===== src/rtl/addsub_pkg.sv =====
package addsub_pkg;

  localparam int FLAG_N = 3;
  localparam int FLAG_Z = 2;
  localparam int FLAG_V = 1;
  localparam int FLAG_C = 0;
  localparam int FLAG_COUNT = 4;

  typedef struct packed {
    logic selSub;   // datapath inverts source and adds one
    logic capture;  // load flag register from the current operation
    logic wipe;     // force flag register to zero
  } ctl_strobes_t;

endpackage


===== src/rtl/addsub_ctrl.sv =====
module addsub_ctrl
  import addsub_pkg::*;
(
  input  logic         opValid,
  input  logic         opSub,
  input  logic         clrFlags,
  output ctl_strobes_t ctl
);

  always_comb begin
    ctl.selSub  = opSub;
    ctl.wipe    = clrFlags;
    ctl.capture = opValid & ~clrFlags;  // clear has priority
  end

endmodule


===== src/rtl/addsub_datapath.sv =====
module addsub_datapath
  import addsub_pkg::*;
#(
  parameter int WIDTH = 16
) (
  input  logic                  clk,
  input  logic                  rstN,
  input  ctl_strobes_t          ctl,
  input  logic [WIDTH-1:0]      dstWord,
  input  logic [WIDTH-1:0]      srcWord,
  output logic [WIDTH-1:0]      resultWord,
  output logic [FLAG_COUNT-1:0] flagsOut
);

  localparam int MSB = WIDTH - 1;

  logic [WIDTH-1:0]      operandB;
  logic [WIDTH:0]        sumExt;
  logic                  carryOut;
  logic [FLAG_COUNT-1:0] flagsNext;
  logic [FLAG_COUNT-1:0] flagsQ;

  always_comb begin
    operandB   = ctl.selSub ? ~srcWord : srcWord;
    sumExt     = {1'b0, dstWord} + {1'b0, operandB} + {{WIDTH{1'b0}}, ctl.selSub};
    resultWord = sumExt[MSB:0];
    carryOut   = sumExt[WIDTH];

    flagsNext         = '0;
    flagsNext[FLAG_N] = resultWord[MSB];
    flagsNext[FLAG_Z] = (resultWord == '0);
    flagsNext[FLAG_V] = (dstWord[MSB] == operandB[MSB]) && (resultWord[MSB] != dstWord[MSB]);
    flagsNext[FLAG_C] = ctl.selSub ? ~carryOut : carryOut;  // borrow on subtract
  end

  always_ff @(posedge clk or negedge rstN) begin
    if (!rstN)            flagsQ <= '0;
    else if (ctl.wipe)    flagsQ <= '0;
    else if (ctl.capture) flagsQ <= flagsNext;
  end

  assign flagsOut = flagsQ;

endmodule


===== src/rtl/addsub_flags_unit.sv =====
module addsub_flags_unit
  import addsub_pkg::*;
#(
  parameter int WIDTH = 16
) (
  input  logic             clk,
  input  logic             rstN,
  input  logic             opValid,
  input  logic             opSub,
  input  logic             clrFlags,
  input  logic [WIDTH-1:0] dstWord,
  input  logic [WIDTH-1:0] srcWord,
  output logic [WIDTH-1:0] resultWord,
  output logic [3:0]       flagsOut
);

  ctl_strobes_t ctl;

  addsub_ctrl i_ctrl (
    .opValid  (opValid),
    .opSub    (opSub),
    .clrFlags (clrFlags),
    .ctl      (ctl)
  );

  addsub_datapath #(.WIDTH(WIDTH)) i_datapath (
    .clk        (clk),
    .rstN       (rstN),
    .ctl        (ctl),
    .dstWord    (dstWord),
    .srcWord    (srcWord),
    .resultWord (resultWord),
    .flagsOut   (flagsOut)
  );

endmodule


===== config.mk =====
export PLATFORM = sky130hd
export DESIGN_NAME = addsub_flags_unit
export DESIGN_NICKNAME = d
export VERILOG_FILES = /design/src/rtl/addsub_pkg.sv /design/src/rtl/addsub_ctrl.sv /design/src/rtl/addsub_datapath.sv /design/src/rtl/addsub_flags_unit.sv
export SDC_FILE = /design/constraint.sdc
export NUM_CORES = 1
export LEC_CHECK = 0
export ABC_AREA = 1
export BUFFER_PORTS_ARGS = -buffer_cell sky130_fd_sc_hd__buf_2
export CAP_MARGIN = 20
export CORE_MARGIN = 5
export CORE_UTILIZATION = 54
export CTS_CLUSTER_SIZE = 10
export DETAILED_ROUTE_END_ITERATION = 12
export GPL_ROUTABILITY_DRIVEN = 0
export GPL_TIMING_DRIVEN = 0
export PLACE_DENSITY = 0.87
export SYNTH_ARGS = -nofsm -noshare
export SYNTH_HDL_FRONTEND = slang
export SYNTH_SLANG_ARGS = --single-unit

===== constraint.sdc =====
create_clock -name clk -period 3.9 [get_ports clk]
set_input_delay 0 -clock clk [delete_from_list [all_inputs] [get_ports clk]]
set_output_delay 0 -clock clk [all_outputs]
set_load 0.01 [all_outputs]

==> results of run 1 <==
-- placed cells by master (no fill, tap or decap), drive strengths merged --
cell type	count
o21ai	2
nor3	2
or2	1
inv	55
ha	17
dlygate4sd3	1
a22o	1
nand4	4
nand3b	2
nor2	23
nand2	108
nand3	24
dfrtp	4
fa	1
buf	57
xnor2	1
o31ai	1
a21oi	11
clkbuf	3
xor2	15
-- layer usage --
layer	global-route usage, %	up-vias	share of wire [%]
met2	30.90	43	47
met1	22.12	741	46
met4	4.675	0	0.84
li1	-	962	-
met3	2.487	4	5.8
met5	0	-	0
-- cells by family after synthesis --
kind of cell / after synthesis / share of synthesized area (%)
xor gates and xnor gates: 16 / 9.166
buffers and inverters: 57 / 14.57
adders and majority gates: 18 / 15.22
and+or+nand+nor: 164 / 48.44
DFF: 4 / 6.547
AOI/OAI and AO/OA: 15 / 6.056
-- where the power goes --
part	internal [W]	switching (W)
clock	0.0000344	0.0000168
combinational	0.000150	0.000241
sequential	0.0000448	0.00000143
total	0.000229	0.000259
-- synthesized netlist by cell type --
cell      count  area share [%]
nand2_1      95              23
inv_1        50              12
nand3_1      23             7.5
nor2_1       19             4.7
ha_1         17              14
xor2_1       15             8.6
a21oi_1      10             3.3
nand2_2       9             3.7
inv_2         5             1.2
dfrtp_1       4             6.5
nand2_4       4             2.9
nand4_1       4             1.6
nor2_2        3             1.2
nand3b_1      2            0.98
nor3_1        2            0.65
o21ai_0       2            0.65
a21oi_4       1             1.1
a22o_1        1            0.57
buf_2         1            0.33
buf_6         1            0.74
fa_1          1             1.3
nand3_2       1            0.65
nor2_4        1            0.74
o31ai_1       1            0.49
or2_1         1            0.41
xnor2_1       1            0.57
-- final cells by class --
| cell class | instances | area, sq um |
|---|---|---|
| flip-flops and latches | 4 | 100.1 |
| repair buffers | 56 | 285.3 |
| inverters | 55 | 206.4 |
| clock buffers | 3 | 22.52 |
| fillers | 279 | 858.3 |
| multi-input cells | 213 | 1206 |
| well taps | 31 | 38.79 |
| plain buffers | 2 | 16.27 |
-- per-stage QoR --
stage	utilization (%)	hold slack (ps)	setup slack (ps)
after floorplan	-	-295.6	2080
after global placement	67.41	-195.1	1890
after detailed placement	67.41	-189.5	1811
after CTS	68.60	68.85	2000
after global routing	68.60	98.32	1840
final	68.60	69.00	2016
-- worst paths after layout --
check | end | slack (ps) | startpoint | depth (start not counted)
max | resultWord[15] | 2020 | opSub | 13
min | i_datapath.flagsOut[2] | 70 | opValid | 4
max reg2reg | i_datapath.flagsOut[3] | 3210 | i_datapath.flagsOut[3] | 1
min reg2reg | i_datapath.flagsOut[1] | 470 | i_datapath.flagsOut[1] | 2
max in group asynchronous | i_datapath.flagsOut[3] | 3670 | rstN | 2
min in group asynchronous | i_datapath.flagsOut[0] | 100 | rstN | 2
-- worst min-delay path, delay by kind of cell --
family | cells | cell delay (ps)
simple gates | 3 | 170
buf+inv | 1 | 90
==> impl_results.md, run 1 <==
- Status: finished, final reports clean
- Root Driver: clkbuf_4
- Worst-Margin Slew: 291.3 ps
- RSZ-0062 raised after global routing: no
- HP Class: input port to register
- Vias per Instance: 4.808
- Cell count after synthesis: 274
- Clk_lat worst skew: 240 ps
- GRT Total Usage: 17.54%
- Clock skew: 0 ps
- Cell Pwr Density: 260.4 mW/mm^2
- DRC: 0
- Post-cts hold buffer count: 1
- Layout cell share with drive strength beyond 1: 25.23%
- Mean Syn Cell Area: 5.580 sq um
- Setup CP Type: input port to output port
- Register area share after synthesis: 6.547%
- Slew Limit Fails: 0
- Rel. slew slack: 80.58%
- Detail Route Antenna Nets: 0
- CTS Buffer Depth: 2
- Antenna violations before repair: 0
- # diodes: 0
- Crit-path most repeated cell: nand2_2
- Largest register FFs: 4
- Row cnt: 19
- Vias in the first global route: 1613
- Post-layout instance area: 0.001876 sq mm
- Max Freq: 0.5308 GHz
- Inst Count DP: 360
- LEAKAGE: 1.221 nW
- Buf/Inv on CP: 4
- Crit path largest cell delay: 320 ps
- Worst Path Max Fanout: 10
- Setup Buffers After CTS: 0
- Final net count: 390
- CTS tree: built
- Starting Density: 55.93%
- Max Cap Violations: 0
- H-tree depth: 1
- Num CTS Buffers: 3
- Critical Path RT: 3900 ps
- Netlist cell types: 26
- Final setup viols: 0
- DR WL/cell: 10.12 um
- Finished Layout Cells: 364
- Reg clk slew, reported paths: 40 ps
- Largest net degree at the start of global routing: 11
- First-pass GRT wire length: 6127 um
- Syn Std Cell Area: 0.001529 sq mm
- Setup_tns: 0 ps
- Pwr Total: 0.0004885 W
- Tcrit/Tclk final: 48.31%
- Total gr overflow: 0
- Die ar.: 0.003996 sq mm
- Clock Sinks: 4
- CP cell instances: buf_6, buf_2, xor2_1, ha_1, nand2_2, inv_2, a21oi_4, nor2_2, nor2_2, nand2_2, nand2_2, nand2_2, buf_2
- Die Wd: 63.21 um
- Final wirelength: 3684 um
- Syn-to-layout area delta: 22.67%
- Worst Setup End Kind: output port
- Port Buf Inserts: 55
- Post-route minimum period: 1884 ps
- Cell family with the largest share of critical-path delay: buffers and inverters
- Ports: 57
- Drt pass-1 iters: 4
- Detailed Place HPWL: 3279 um
- Hold Vio Cnt, Final: 0
- Yosys reg bits: 4
- Iter 0 DRT Violations: 62
- Crit path arrival time: 1880 ps
- Syn_nets: 329
- Die Y: 63.21 um
- Ys Warns: 0
- Routed vias: 1750
- Post-CTS resize count: 0
- CP max stage cell: ha_1
- Core footprint: 0.002734 sq mm
- Placed cell areas: 0.001843 sq mm
- Maximum vdd ir drop: 217.1 uV
- Crit path launch type: input port
Note: power is estimated with default switching activity, not from simulation.
==> run 2, diff against run 1 <==
--- a/config.mk
+++ b/config.mk
@@ -9,12 +9,12 @@
 export BUFFER_PORTS_ARGS = -buffer_cell sky130_fd_sc_hd__buf_2
 export CAP_MARGIN = 20
 export CORE_MARGIN = 5
-export CORE_UTILIZATION = 54
+export CORE_UTILIZATION = 46
 export CTS_CLUSTER_SIZE = 10
 export DETAILED_ROUTE_END_ITERATION = 12
 export GPL_ROUTABILITY_DRIVEN = 0
 export GPL_TIMING_DRIVEN = 0
-export PLACE_DENSITY = 0.87
+export PLACE_DENSITY = 0.78
 export SYNTH_ARGS = -nofsm -noshare
 export SYNTH_HDL_FRONTEND = slang
 export SYNTH_SLANG_ARGS = --single-unit
==> constraint.sdc (replaced) <==
create_clock -name clk -period 1.6 [get_ports clk]
set_input_delay 0 -clock clk [delete_from_list [all_inputs] [get_ports clk]]
set_output_delay 0 -clock clk [all_outputs]
set_load 0.01 [all_outputs]
==> impl_results.md, run 2 (synthesized netlist as in run 1, its figures left out) <==
- Core footprint: 0.003284 sq mm
- Max Freq: 0.6088 GHz
- HP Class: input port to register
- Cell Pwr Density: 631.3 mW/mm^2
- Layout cell share with drive strength beyond 1: 48.56%
- H-tree depth: 1
- Inst Count DP: 375
- Post-route minimum period: 1643 ps
- RSZ-0062 raised after global routing: yes
- # fillers: 297
- Max Cap Violations: 0
- Total gr overflow: 0
- Hold Vio Cnt, Final: 0
- Reg-to-Reg End: i_datapath.flagsOut[3]
- First-pass GRT wire length: 6161 um
- Routed vias: 1885
- Vias in the first global route: 1603
- Largest register FFs: 4
- Worst Path Max Fanout: 8
- Finished Layout Cells: 394
- Clock Sinks: 4
- Detailed Place HPWL: 3197 um
- Clk_lat worst skew: 230 ps
- Vias per Instance: 4.784
- CTS tree: built
- Failing checks: setup timing
- Maximum vdd ir drop: 270.8 uV
- Clock skew: 0 ps
- GRT Total Usage: 16.87%
- Status: finished with violations
- DR WL/cell: 11.24 um
- Final setup viols: 2
- Final net count: 405
- Reg2reg path depth: 1
- Num CTS Buffers: 3
- Ports: 57
- Port Buf Inserts: 55
- Worst Hold Launch: opValid
- R2r setup slk: 920 ps
- Setup_tns: -80.42 ps
- Crit path launch type: input port
- Detail Route Antenna Nets: 0
- Iter 0 DRT Violations: 69
- Die ar.: 0.004577 sq mm
- Largest net degree at the start of global routing: 10
- DRC: 0
- Root Driver: clkbuf_4
- Tcrit/Tclk final: 102.7%
- Slew Limit Fails: 0
- # diodes: 0
- CTS Buffer Depth: 2
- Worst Setup End Kind: output port
- Rel. slew slack: 82.16%
- LEAKAGE: 1.359 nW
- FF-to-FF Start: i_datapath.flagsOut[3]
- Die Wd: 67.65 um
- Drt pass-1 iters: 4
- Syn-to-layout area delta: 54.83%
- Reg clk slew, reported paths: 30 ps
- Min setup slack post-route: -42.71 ps
- Hold EP: i_datapath.flagsOut[1]
- Commonest cells after routing, fill and taps aside: nand2_1, buf_2, inv_1
- Antenna violations before repair: 0
- Final wirelength: 4429 um
- Worst-Margin Slew: 266.6 ps
- Critical Path RT: 1600 ps
- Setup CP Type: input port to output port
- Crit path arrival time: 1640 ps
- Row cnt: 21
- Most common cell after layout, fill and taps aside: nand2_1
- Die Y: 67.65 um
- Starting Density: 46.55%
- Hold Path Stages: 4
[run 2: cell type report]
class                   count  area [sq um]  area share [%]
multi-input cells         213          1505           63.58
clock buffers               3         22.52          0.9514
well taps                  46         57.56           2.431
inverters                  55         206.4           8.721
plain buffers               2         40.04           1.691
flip-flops and latches      4         100.1           4.228
repair buffers             71         435.4           18.39
[run 2: layer usage]
layer  up-vias  share of wire [%]  global-route usage (%)
met4         0                1.2                   4.557
met1       831                 43                   21.44
met2        59                 51                   30.50
met5         -                  0                       0
met3         6                5.2                  0.8319
li1        989                  -                       -
[run 2: repair_timing]
item	CTS	global route
setup endpoints to repair	11	14
resized for setup	23	61
cloned	0	1
pin swaps	10	41
endpoints found under the hold margin	4	0
hold buffers	1	0
buffers inserted	7	7
[run 2: power breakdown]
group,internal (W),total (W),switching (W)
registers,0.000109,0.000113,0.00000330
clock network,0.0000836,0.000122,0.0000380
logic,0.000528,0.00126,0.000733
total,0.000721,0.00149,0.000774
[run 2: metrics by stage]
step / setup slack (ps) / area, sq um / util (%) / hold slack (ps) / total power [W]
detailed placement: -296.5 / 1881 / 57.26 / -188.7 / 0.001065
finish: -42.71 / 2367 / 72.08 / 72.40 / 0.001494
CTS: 0.4269 / 2037 / 62.02 / 70.73 / 0.001283
global route: -134.9 / 2367 / 72.08 / 98.65 / 0.001631
floorplan: -118.2 / 1548 / - / -295.6 / 0.0007939
global placement: -267.0 / 1881 / 57.26 / -194.7 / 0.001052
[run 2: critical path, cell delays in order]
cell and delay (ps):
buf_12 120, buf_12 140, xor2_1 140, ha_1 390
nand2_1 90, nand2_2 100, nand2_2 60, nand2_2 80
inv_2 40, nand2_2 60, nand2_2 70, nand2_2 90
nand2_2 70, nand2_4 90, buf_6 100
[run 2: worst max path at each step]
stage | slack [ps] | to | startpoint | depth (start not counted)
after floorplan | -120 | i_datapath.flagsOut[1] | opSub | 13
after global placement | -270 | i_datapath.flagsOut[1] | opSub | 13
after detailed placement | -300 | i_datapath.flagsOut[1] | opSub | 13
after CTS | 0.4 | resultWord[15] | opSub | 12
after global routing | -130 | resultWord[15] | opSub | 15
final | -40 | resultWord[15] | opSub | 15
==> run 3, diff against run 2 <==
--- a/config.mk
+++ b/config.mk
@@ -6,7 +6,7 @@
 export NUM_CORES = 1
 export LEC_CHECK = 0
 export ABC_AREA = 1
-export BUFFER_PORTS_ARGS = -buffer_cell sky130_fd_sc_hd__buf_2
+export BUFFER_PORTS_ARGS = -buffer_cell sky130_fd_sc_hd__buf_4
 export CAP_MARGIN = 20
 export CORE_MARGIN = 5
 export CORE_UTILIZATION = 46
==> impl_results.md, run 3 (synthesized netlist as in run 1, its figures left out) <==
- DRC: 0
- Syn-to-layout area delta: 62.85%
- Row cnt: 21
- LEAKAGE: 1.398 nW
- Drt pass-1 iters: 4
- Vias per Instance: 4.916
- Post-route minimum period: 1685 ps
- Clock power share: 8.1%
- Setup CP Type: input port to output port
- Antenna violations before repair: 0
- Iter 0 DRT Violations: 72
- Worst hold slack: 59.78 ps
- Maximum vdd ir drop: 293.6 uV
- Status: finished with violations
- Num CTS Buffers: 3
- Port Buf Inserts: 55
- Ports: 57
- RSZ-0062 raised after global routing: yes
- Crit path arrival time: 1690 ps
- Placed cell areas: 0.002018 sq mm
- Hold Vio Cnt, Final: 0
- Worst-Margin Slew: 286.2 ps
- CTS Buffer Depth: 2
- P_int: 0.0008078 W
- Largest register FFs: 4
- Die Y: 67.65 um
- Reg clk slew, reported paths: 40 ps
- Max Cap Violations: 0
- CTS tree: built
- Largest net degree at the start of global routing: 11
- Tcrit/Tclk final: 105.3%
- Starting Density: 46.55%
- Comb pwr share: 84.8%
- Post-layout instance area: 0.002490 sq mm
- Vias in the first global route: 1525
- Failing checks: setup timing
- Routed vias: 1937
- Worst Path Max Fanout: 5
- Final wirelength: 4702 um
- Most common cell after layout, fill and taps aside: nand2_1
- Layout cell share with drive strength beyond 1: 46.26%
- Final setup viols: 7
- Clock skew: 0 ps
- Max Freq: 0.5934 GHz
- Detailed Place HPWL: 3337 um
- Clk_lat worst skew: 240 ps
- Min setup slack post-route: -85.11 ps
- Worst Setup End Kind: output port
- First-pass GRT wire length: 5961 um
- Die ar.: 0.004577 sq mm
- Crit path launch type: input port
- Root Driver: clkbuf_4
- Core footprint: 0.003284 sq mm
- H-tree depth: 1
- Clock Sinks: 4
- Critical Path RT: 1600 ps
- Switching Power: 0.0007882 W
- Net Sw Frac: 49.39%
- Sequential share of power: 7.1%
- Detail Route Antenna Nets: 0
- Slew Limit Fails: 0
- # diodes: 0
- Commonest cells after routing, fill and taps aside: nand2_1, buf_4, inv_1
- Cell Pwr Density: 641.0 mW/mm^2
- Final net count: 405
- Total gr overflow: 0
- HP Class: input port to register
- Die Wd: 67.65 um
- Final core occ: 75.81%
- Rel. slew slack: 80.86%
- GRT Total Usage: 16.51%
- DR WL/cell: 11.93 um
## run 3: changes by cell type in the layout (fill, tap and decap cells not counted), sizes merged
cell,previous run,this run
buf,71,70
clkbuf,4,5
## run 3: layout make-up
| type | count | area (sq um) |
|---|---|---|
| Inverter | 55 | 206.4 |
| Sequential cell | 4 | 100.1 |
| Clock buffer | 3 | 22.52 |
| Multi-Input combinational cell | 213 | 1470 |
| Fill cell | 261 | 794.5 |
| Timing Repair Buffer | 71 | 593.1 |
| Buffer | 2 | 40.04 |
| Tap cell | 46 | 57.56 |
## run 3: path summary, 6_finish.rpt
| path | cells past startpoint | slack, ps | to | from |
|---|---|---|---|---|
| max | 13 | -90 | resultWord[13] | opSub |
| min | 4 | 60 | i_datapath.flagsOut[1] | opValid |
| max reg2reg | 1 | 900 | i_datapath.flagsOut[3] | i_datapath.flagsOut[3] |
| min reg2reg | 2 | 480 | i_datapath.flagsOut[1] | i_datapath.flagsOut[1] |
| max in group asynchronous | 2 | 1390 | i_datapath.flagsOut[2] | rstN |
| min in group asynchronous | 2 | 100 | i_datapath.flagsOut[0] | rstN |
## run 3: what timing repair did
action                                  in CTS  in global routing
resized for setup                            7                 69
setup buffers                                5                  8
endpoints found under the setup margin      11                 15
pin swaps                                    5                 36
hold buffers                                 1                  0
hold endpoints to repair                     4                  0
cloned                                       0                  2
## run 3: metal layers
metal / vias to the layer above / wire [um] / track usage (%)
li1: 987 / - / -
met1: 877 / 1873 / 20.00
met2: 62 / 2439 / 30.62
met3: 11 / 257 / 1.165
met4: 0 / 131 / 4.810
met5: - / 0 / 0
## run 3: per-stage QoR
step	setup WS, ps	instances	TNS, ps	total power (W)
finish	-85.11	394	-224.8	0.001596
CTS	-41.42	384	-103.3	0.001336
global route	-174.6	394	-1324	0.001728
global placement	-263.9	375	-1138	0.001140
detailed placement	-274.8	375	-1304	0.001154
floorplan	-118.2	274	-320.5	0.0007939
## run 3: worst max-delay path, cell delays in order
cell	delay (ps)
buf_12	120
buf_12	140
xor2_4	190
ha_1	330
nand2_2	150
inv_2	70
nand2_1	70
nand2_1	80
a21oi_2	170
nand2_1	100
nand2_2	90
nand2_1	60
buf_6	120
## run 3: power by group through the flow
stage	Sequential [W]	Clock [W]	Combinational [W]
floorplan	0.000118	0	0.000676
global placement	0.000114	0	0.00103
detailed placement	0.000115	0	0.00104
CTS	0.000114	0.000132	0.00109
global route	0.000114	0.000135	0.00148
finish	0.000113	0.000129	0.00135
